## src/rtl/mbs_pkg.sv

```systemverilog
package mbs_pkg;

  localparam logic [1:0] RESP_OKAY  = 2'b00;
  localparam int         STEPS      = 3;
  localparam int         STEP_W     = 2;
  localparam int         GATED_STEP = 2;   // step that must wait for alignment

  function automatic logic [31:0] step_addr(input logic [STEP_W-1:0] idx);
    case (idx)
      2'd0:    step_addr = 32'h0000_0014;
      default: step_addr = 32'h0000_000C;
    endcase
  endfunction

  function automatic logic [31:0] step_data(input logic [STEP_W-1:0] idx);
    case (idx)
      2'd1:    step_data = 32'h0000_0010;
      default: step_data = 32'h0000_0001;
    endcase
  endfunction

  // address+data phase ends in this cycle when every open channel handshakes
  function automatic logic phase_closes(input logic aw_open, input logic aw_hs,
                                        input logic w_open,  input logic w_hs);
    phase_closes = (aw_open || w_open) && (!aw_open || aw_hs) && (!w_open || w_hs);
  endfunction

endpackage

```

## src/rtl/level_sync.sv

```systemverilog
module level_sync #(
  parameter int STAGES = 2
) (
  input  logic clk,
  input  logic rst,
  input  logic d_async,
  output logic q
);
  logic [STAGES-1:0] chain;

  always_ff @(posedge clk) begin
    if (rst) chain <= '0;
    else     chain <= {chain[STAGES-2:0], d_async};
  end

  assign q = chain[STAGES-1];
endmodule

```

## src/rtl/lite_wr_engine.sv

```systemverilog
module lite_wr_engine
  import mbs_pkg::*;
#(
  parameter int ADDR_W = 32,
  parameter int DATA_W = 32
) (
  input  logic              clk,
  input  logic              rst,
  input  logic              go,
  input  logic [ADDR_W-1:0] addr_in,
  input  logic [DATA_W-1:0] data_in,
  output logic              awvalid,
  input  logic              awready,
  output logic [ADDR_W-1:0] awaddr,
  output logic              wvalid,
  input  logic              wready,
  output logic [DATA_W-1:0] wdata,
  input  logic              bvalid,
  output logic              bready,
  output logic              resp_fire
);
  logic aw_open, w_open, resp_ph;
  logic aw_hs, w_hs, eng_busy;

  assign aw_hs     = aw_open && awready;
  assign w_hs      = w_open && wready;
  assign eng_busy  = aw_open || w_open || resp_ph;
  assign resp_fire = resp_ph && bvalid;

  always_ff @(posedge clk) begin
    if (rst) begin
      aw_open <= 1'b0;
      w_open  <= 1'b0;
      resp_ph <= 1'b0;
      awaddr  <= '0;
      wdata   <= '0;
    end else if (go && !eng_busy) begin
      aw_open <= 1'b1;
      w_open  <= 1'b1;
      awaddr  <= addr_in;
      wdata   <= data_in;
    end else begin
      if (aw_hs) aw_open <= 1'b0;
      if (w_hs)  w_open  <= 1'b0;
      if (resp_fire)
        resp_ph <= 1'b0;
      else if (phase_closes(aw_open, aw_hs, w_open, w_hs))
        resp_ph <= 1'b1;
    end
  end

  assign awvalid = aw_open;
  assign wvalid  = w_open;
  assign bready  = resp_ph;

  p_aw_hold_r6: assert property (@(posedge clk) disable iff (rst)
    awvalid && !awready |=> awvalid && $stable(awaddr));
  p_w_hold_r6: assert property (@(posedge clk) disable iff (rst)
    wvalid && !wready |=> wvalid && $stable(wdata));
  p_bready_excl_r6: assert property (@(posedge clk) disable iff (rst)
    bready |-> !awvalid && !wvalid);
endmodule

```

## src/rtl/mac_bringup_seq.sv

```systemverilog
module mac_bringup_seq
  import mbs_pkg::*;
#(
  parameter int ADDR_W      = 32,
  parameter int DATA_W      = 32,
  parameter int SYNC_STAGES = 2
) (
  input  logic                clk,
  input  logic                rst,
  input  logic                start,
  input  logic                rx_aligned_async,
  output logic                m_awvalid,
  input  logic                m_awready,
  output logic [ADDR_W-1:0]   m_awaddr,
  output logic [2:0]          m_awprot,
  output logic                m_wvalid,
  input  logic                m_wready,
  output logic [DATA_W-1:0]   m_wdata,
  output logic [DATA_W/8-1:0] m_wstrb,
  input  logic                m_bvalid,
  output logic                m_bready,
  input  logic [1:0]          m_bresp,
  output logic                busy,
  output logic                done,
  output logic                error
);
  localparam logic [STEP_W-1:0] LAST_STEP = STEP_W'(STEPS - 1);
  localparam logic [STEP_W-1:0] HOLD_STEP = STEP_W'(GATED_STEP);

  typedef enum logic [1:0] {ST_IDLE, ST_ISSUE, ST_XFER, ST_HOLD} seq_state_t;

  seq_state_t        state;
  logic [STEP_W-1:0] step;
  logic              align_s, go, resp_fire, start_ok;

  level_sync #(.STAGES(SYNC_STAGES)) u_sync (
    .clk(clk), .rst(rst), .d_async(rx_aligned_async), .q(align_s)
  );

  assign go       = (state == ST_ISSUE);
  assign start_ok = (state == ST_IDLE) && start;

  lite_wr_engine #(.ADDR_W(ADDR_W), .DATA_W(DATA_W)) u_eng (
    .clk(clk), .rst(rst), .go(go),
    .addr_in(ADDR_W'(step_addr(step))), .data_in(DATA_W'(step_data(step))),
    .awvalid(m_awvalid), .awready(m_awready), .awaddr(m_awaddr),
    .wvalid(m_wvalid), .wready(m_wready), .wdata(m_wdata),
    .bvalid(m_bvalid), .bready(m_bready), .resp_fire(resp_fire)
  );

  assign m_awprot = 3'b000;
  assign m_wstrb  = '1;

  always_ff @(posedge clk) begin
    if (rst) begin
      state <= ST_IDLE;
      step  <= '0;
      busy  <= 1'b0;
      done  <= 1'b0;
      error <= 1'b0;
    end else begin
      done <= 1'b0;
      case (state)
        ST_IDLE: if (start) begin
          state <= ST_ISSUE;
          step  <= '0;
          busy  <= 1'b1;
          error <= 1'b0;
        end
        ST_ISSUE: state <= ST_XFER;
        ST_XFER: if (resp_fire) begin
          if (m_bresp != RESP_OKAY) error <= 1'b1;
          if (step == LAST_STEP) begin
            state <= ST_IDLE;
            busy  <= 1'b0;
            done  <= 1'b1;
          end else begin
            step  <= step + 1'b1;
            state <= (step + 1'b1 == HOLD_STEP) ? ST_HOLD : ST_ISSUE;
          end
        end
        ST_HOLD: if (align_s) state <= ST_ISSUE;
        default: state <= ST_IDLE;
      endcase
    end
  end

  p_gate_align_r4: assert property (@(posedge clk) disable iff (rst)
    go && step == HOLD_STEP |-> $past(align_s));
  p_done_single_r9: assert property (@(posedge clk) disable iff (rst)
    done |=> !done);
  p_busy_end_r9: assert property (@(posedge clk) disable iff (rst)
    $fell(busy) |-> done);
  p_start_ignored_r10: assert property (@(posedge clk) disable iff (rst)
    busy && !done && start && !resp_fire |=> busy);
  p_err_sticky_r8: assert property (@(posedge clk) disable iff (rst)
    error && !start_ok |=> error);
endmodule

```

## config.mk

```make
export PLATFORM = sky130hd
export DESIGN_NAME = mac_bringup_seq
export DESIGN_NICKNAME = d
export VERILOG_FILES = /design/src/rtl/mbs_pkg.sv /design/src/rtl/level_sync.sv /design/src/rtl/lite_wr_engine.sv /design/src/rtl/mac_bringup_seq.sv
export SDC_FILE = /design/constraint.sdc
export NUM_CORES = 1
export LEC_CHECK = 0
export ABC_AREA = 1
export CAP_MARGIN = 15
export CORE_MARGIN = 2
export CORE_UTILIZATION = 40
export DETAILED_ROUTE_END_ITERATION = 7
export HOLD_SLACK_MARGIN = 0.12
export PLACE_DENSITY_LB_ADDON = 0.25
export SKIP_LAST_GASP = 1
export SYNTH_ARGS = -nofsm -noshare
export SYNTH_HDL_FRONTEND = slang
export SYNTH_SLANG_ARGS = --single-unit
```

## constraint.sdc

```tcl
create_clock -name clk -period 3.15 [get_ports clk]
set_input_delay 0.4725 -clock clk [delete_from_list [all_inputs] [get_ports clk]]
set_output_delay 0.4725 -clock clk [all_outputs]
set_load 0.1 [all_outputs]
```

==> results.ini, run 1 <==
[outcome]
run_status=complete, no violations

[sta]
slew_headroom_pct=35.7
finalWorstSetupSlack_ps=916
tns_ps=0
max_freq_ghz=0.448
setup_viol=0
worst_clock_skew_ps=6.59
worst_slew_pin_slew_ps=962
hold_viol_final=0
rsz0062_at_grt=false
slew_violations=0
fin_crit_ps=2230
finalCritPeriodShare_pct=70.9

[finish]
nets=227
final_cell_mix=conb_1, nand2_1, nor2_1, dfxtp_1, inv_1
fillerInstances=389
final_common_cell=conb_1
n_antenna_cell=0
layout-drive-gt1-share_pct=11.6
area_growth_pct=-0.549

[clock_tree]
ctsHoldBuffers=0
cts_sinks=17
post-cts-setup-buffer-count=0
insertion_delay_ps=290
post_cts_resized=0
cts-htree-levels=1
cts_buffers=3
clkTransAtPathRegs_ps=110
cts_tree=done
cts_root_buf=clkbuf_4
clockBufferDepth=2

[worst_setup_path]
critical_path.top_delay_family=buffers and inverters
crit_buf_inv=1
reg2reg_to=busy$_SDFFE_PP0P_
reg2reg_depth=8
endpoint=m_wvalid
cp_max_fo=2
cp_slowest_cell=clkdlybuf4s50_1
worstSetupPathType=reg2out
cp.depth=1
end_kind=output pin
cp.required_ps=2680
worstReg2RegStart=state[0]$_SDFFE_PP0P_
crit_chain=clkdlybuf4s50_1
worstSetupStartpointType=register
rrSetupSlack_ps=1800
crit_arrival_ps=1760
crit_start=u_eng.wvalid$_SDFFE_PP0P_
slowest_delay_ps=1130

[global_route]
antenna_found_initial=0
grt_pass1_vias=716
grt_max_degree=11
grt_use_total_pct=9.33
grt_pass1_wl_mm=2.94
gr-total-overflow=0

[floorplanning]
dieArea_sq_um=3900
start_util_pct=41.3
die_w_um=62.5
die_h_um=62.5
core_area_sq_um=3310
rows=21
pin_count=86

[routing]
firstDrtPassIters=3
wl_per_cell_um=7.29
vias=900
postRouteAntennaNets=0
totalWireLength_mm=1.85
viasPerCell=3.56
drc=0
drt_iter0_markers=8

[job]
cap_violations=0

[synth]
synth_top_family_by_area=buffers and inverters
ys_warn_count=0
synth-compound-area-share_pct=4.21
synthAdderAreaFrac_pct=9.15
ys_types=21
synth.area.mux_share_pct=0
synthSimpleGateAreaFrac_pct=19.4
ys_seq_area_share_pct=24.9
netlist_instances=187
syn_avg_cell_area_sq_um=7.31
synth.ff_latch_count=17
synth_xor_area_share_pct=0
synth_area_sq_um=1370

[hold_path]
hold_class=reg2reg

[place]
finalWeightedCongestion=0.742
pre_cts_slack_ps=1240
portBuffers=19
hpwlAfterDp_mm=1.52

flip-flops by register name, summed over array words and instances, names as in the netlist:
signal,count
done,1
u_eng.bready,1
u_eng.awaddr,3
error,1
u_eng.wdata,2
step,2
u_eng.awvalid,1
u_sync.chain,2
state,2
u_eng.wvalid,1
busy,1
cells by family (layout without fill, tap and decap cells):
group,count (synthesis),after routing
buffers and inverters,86,42
and+or+nand+nor,61,61
DFF,17,17
AOI/OAI and AO/OA,11,11
adders and majority gates,10,10
other,2,66
layout make-up:
type	count	area [sq um]	share of cell area, %
clock buffer	3	22.5	1.66
tap	46	57.6	4.23
multi-input combinational	148	696	51.2
timing repair buffer	19	168	12.3
sequential	17	340	25.0
clock inverter	1	5.00	0.368
inverter	19	71.3	5.24
worst min path at each step:
stage                                from                    endpoint  slack [ps]  cells after the start
2_1_floorplan  u_sync.chain[0]$_SDFF_PP0_  u_sync.chain[1]$_SDFF_PP0_         390                      2
3_3_place_gp   u_sync.chain[0]$_SDFF_PP0_  u_sync.chain[1]$_SDFF_PP0_         390                      2
3_5_place_dp   u_sync.chain[0]$_SDFF_PP0_  u_sync.chain[1]$_SDFF_PP0_         400                      2
4_1_cts        u_sync.chain[0]$_SDFF_PP0_  u_sync.chain[1]$_SDFF_PP0_         410                      2
5_1_grt        u_sync.chain[0]$_SDFF_PP0_  u_sync.chain[1]$_SDFF_PP0_         440                      2
6_report       u_sync.chain[0]$_SDFF_PP0_  u_sync.chain[1]$_SDFF_PP0_         410                      2
synthesized netlist by cell type:
cell type,instances,area [sq um]
buf_2,1,5.00
ha_1,10,125
o211ai_1,1,7.51
nand2_4,1,11.3
clkinv_1,1,3.75
nand2_1,27,101
nor3_1,1,5.00
or2_2,2,12.5
inv_1,15,56.3
nand4_2,1,12.5
dfxtp_1,17,340
nor2_1,22,82.6
a21oi_1,7,35.0
nand3_1,3,15.0
nand2_2,3,18.8
conb_1,2,7.51
o21ai_1,1,5.00
buf_4,66,495
o21ai_0,2,10.0
nor2_2,1,6.26
inv_2,3,11.3
routing by layer:
metal  up-vias  part of all wire (%)  GRT usage (%)
li1        472                     -              -
met1       386                    43           11.4
met2        40                    47           14.7
met3         2                   9.3           2.34
met4         0                  0.81           5.83
met5         -                     0              0
metrics by stage:
| stage | hold slack [ps] | util, % | instances | area (sq um) |
|---|---|---|---|---|
| final | 410 | 41.1 | 253 | 1360 |
| after global placement | 392 | 40.2 | 249 | 1330 |
| after CTS | 412 | 41.1 | 253 | 1360 |
| after detailed placement | 397 | 40.2 | 249 | 1330 |
| after floorplan | 388 | - | 251 | 1610 |
| after global routing | 438 | 41.1 | 253 | 1360 |
Power of run 1 is left out: the tool's default activity adds up to more than one toggle a clock period on the data nets, which glitch-free logic cannot reach.
==> inputs of run 2 (changes only) <==
Settings changed: CORE_UTILIZATION 40 to 33.
Clock period 3.15 ns to 1.9 ns, I/O delays scaled along.
==> run 2 against run 1 <==
Against the previous run:
- via count grew 0.11%
- routed wire length grew 5.7%
- setup slack lost 380 ps
- critical path depth grew 6
- sequential share of layout area shrank 0.47 points
- flip-flop and latch count is the same
- largest cell class unchanged
- highest routed layer unchanged
==> results.ini, run 2 (synthesis results as in run 1) <==
[finish]
final_common_cell=conb_1
n_antenna_cell=0  ; unchanged
largest-register=u_eng.awaddr
fillerInstances=459  ; +18%
multi_input_area_sq_um=696  ; unchanged
final_cell_mix=conb_1, nand2_1, nor2_1, dfxtp_1, inv_1
seqCellArea_sq_um=340  ; unchanged
layout-drive-gt1-share_pct=13.0  ; +1.4 points
area_growth_pct=1.37
nets=228  ; +0.44%
largest_register_ffs=3  ; unchanged

[worst_setup_path]
rrSetupSlack_ps=530  ; -1270 ps
worstSetupPathType=reg2reg
endpoint=state[0]$_SDFFE_PP0P_
crit_start=state[0]$_SDFFE_PP0P_
reg2reg_depth=7  ; -1
cp.required_ps=2050  ; -630 ps
end_kind=register
reg2reg_to=state[0]$_SDFFE_PP0P_
worstSetupStartpointType=register
worstReg2RegStart=state[0]$_SDFFE_PP0P_
crit_arrival_ps=1510  ; -250 ps
cp_max_fo=7  ; +5

[floorplanning]
die_w_um=68.4  ; +9.5%
core_area_sq_um=4000  ; +21%
pin_count=86  ; unchanged
dieArea_sq_um=4680  ; +20%
start_util_pct=34.2  ; -7.1 points
die_h_um=68.4  ; +9.5%
rows=23  ; +9.5%

[job]
cap_violations=0  ; unchanged

[clock_tree]
ctsHoldBuffers=0  ; unchanged
post_cts_resized=0  ; unchanged
cts-htree-levels=1  ; unchanged
clkTransAtPathRegs_ps=70  ; -40 ps
cts_buffers=3  ; unchanged
cts_tree=done
clockBufferDepth=2  ; unchanged
post-cts-setup-buffer-count=0  ; unchanged
cts_root_buf=clkbuf_8
insertion_delay_ps=250  ; -40 ps
cts_sinks=17  ; unchanged

[routing]
vias=901  ; +0.11%
drc=0  ; unchanged
viasPerCell=3.49  ; -1.8%
drt_iter0_markers=15  ; +7
firstDrtPassIters=4  ; +1
wl_per_cell_um=7.56  ; +3.6%
totalWireLength_mm=1.95  ; +5.7%
postRouteAntennaNets=0  ; unchanged

[global_route]
grt_pass1_vias=650  ; -9.2%
grt_use_total_pct=8.15  ; -1.2 points
gr-total-overflow=0  ; unchanged
grt_pass1_wl_mm=2.79  ; -4.9%
antenna_found_initial=0  ; unchanged
grt_max_degree=11  ; unchanged

[sta]
worst_clock_skew_ps=2.08  ; -4.51 ps
tns_ps=0  ; unchanged
rsz0062_at_grt=false
max_freq_ghz=0.732
fin_crit_ps=1370
finalCritPeriodShare_pct=71.9
slew_violations=0  ; unchanged
hold_viol_final=0  ; unchanged
setup_viol=0  ; unchanged

[place]
finalWeightedCongestion=0.808  ; +8.9%
portBuffers=19  ; unchanged
hpwlAfterDp_mm=1.59  ; +4.5%

[outcome]
run_status=complete, no violations

[hold_path]
hold_class=reg2reg

## run 2: changes by cell type in the layout (fill, tap and decap cells not counted), sizes merged
cell,before,now
clkdlybuf4s50,10,8
buf,9,12
## run 2: layout make-up
cell class                 instances  area share (%)
clock buffer                       3            2.98
inverter                          19            5.14
clock inverter                     1           0.361
sequential                        17            24.5
tap                               50            4.51
multi-input combinational        148            50.2
timing repair buffer              20            12.3
## run 2: routing by layer
metal,global-route usage (%),up-vias,wire length (um)
met5,0,-,0
li1,-,474,-
met3,3.13,2,240
met1,10.5,372,891
met4,2.25,0,13
met2,12.6,53,805
## run 2: worst min path at each step
stage	from	to	slack, ps	cells past startpoint
floorplan	u_sync.chain[0]$_SDFF_PP0_	u_sync.chain[1]$_SDFF_PP0_	390	2
global placement	u_sync.chain[0]$_SDFF_PP0_	u_sync.chain[1]$_SDFF_PP0_	400	2
detailed placement	u_sync.chain[0]$_SDFF_PP0_	u_sync.chain[1]$_SDFF_PP0_	400	2
CTS	u_sync.chain[0]$_SDFF_PP0_	u_sync.chain[1]$_SDFF_PP0_	410	2
global route	u_sync.chain[0]$_SDFF_PP0_	u_sync.chain[1]$_SDFF_PP0_	440	2
finish	u_sync.chain[0]$_SDFF_PP0_	u_sync.chain[1]$_SDFF_PP0_	410	2
## run 2: critical path: stages (launching register included)
cell      delay [ps]
dfxtp_1          330
inv_1            130
ha_1             320
nand2_2          120
o211ai_1         170
nand2_1           90
nand2_1           70
nor2_1            40
## run 2: metrics by stage
| stage | utilization, % | instances | setup WS [ps] | area, sq um | hold slack (ps) |
|---|---|---|---|---|---|
| final | 34.7 | 258 | 533 | 1390 | 410 |
| after CTS | 34.7 | 258 | 520 | 1390 | 413 |
| after global placement | 33.5 | 254 | 488 | 1340 | 402 |
| after detailed placement | 33.5 | 254 | 481 | 1340 | 399 |
| after floorplan | - | 251 | 160 | 1610 | 388 |
| after global routing | 34.7 | 258 | 355 | 1390 | 437 |
Power of run 2 is left out for the same reason.
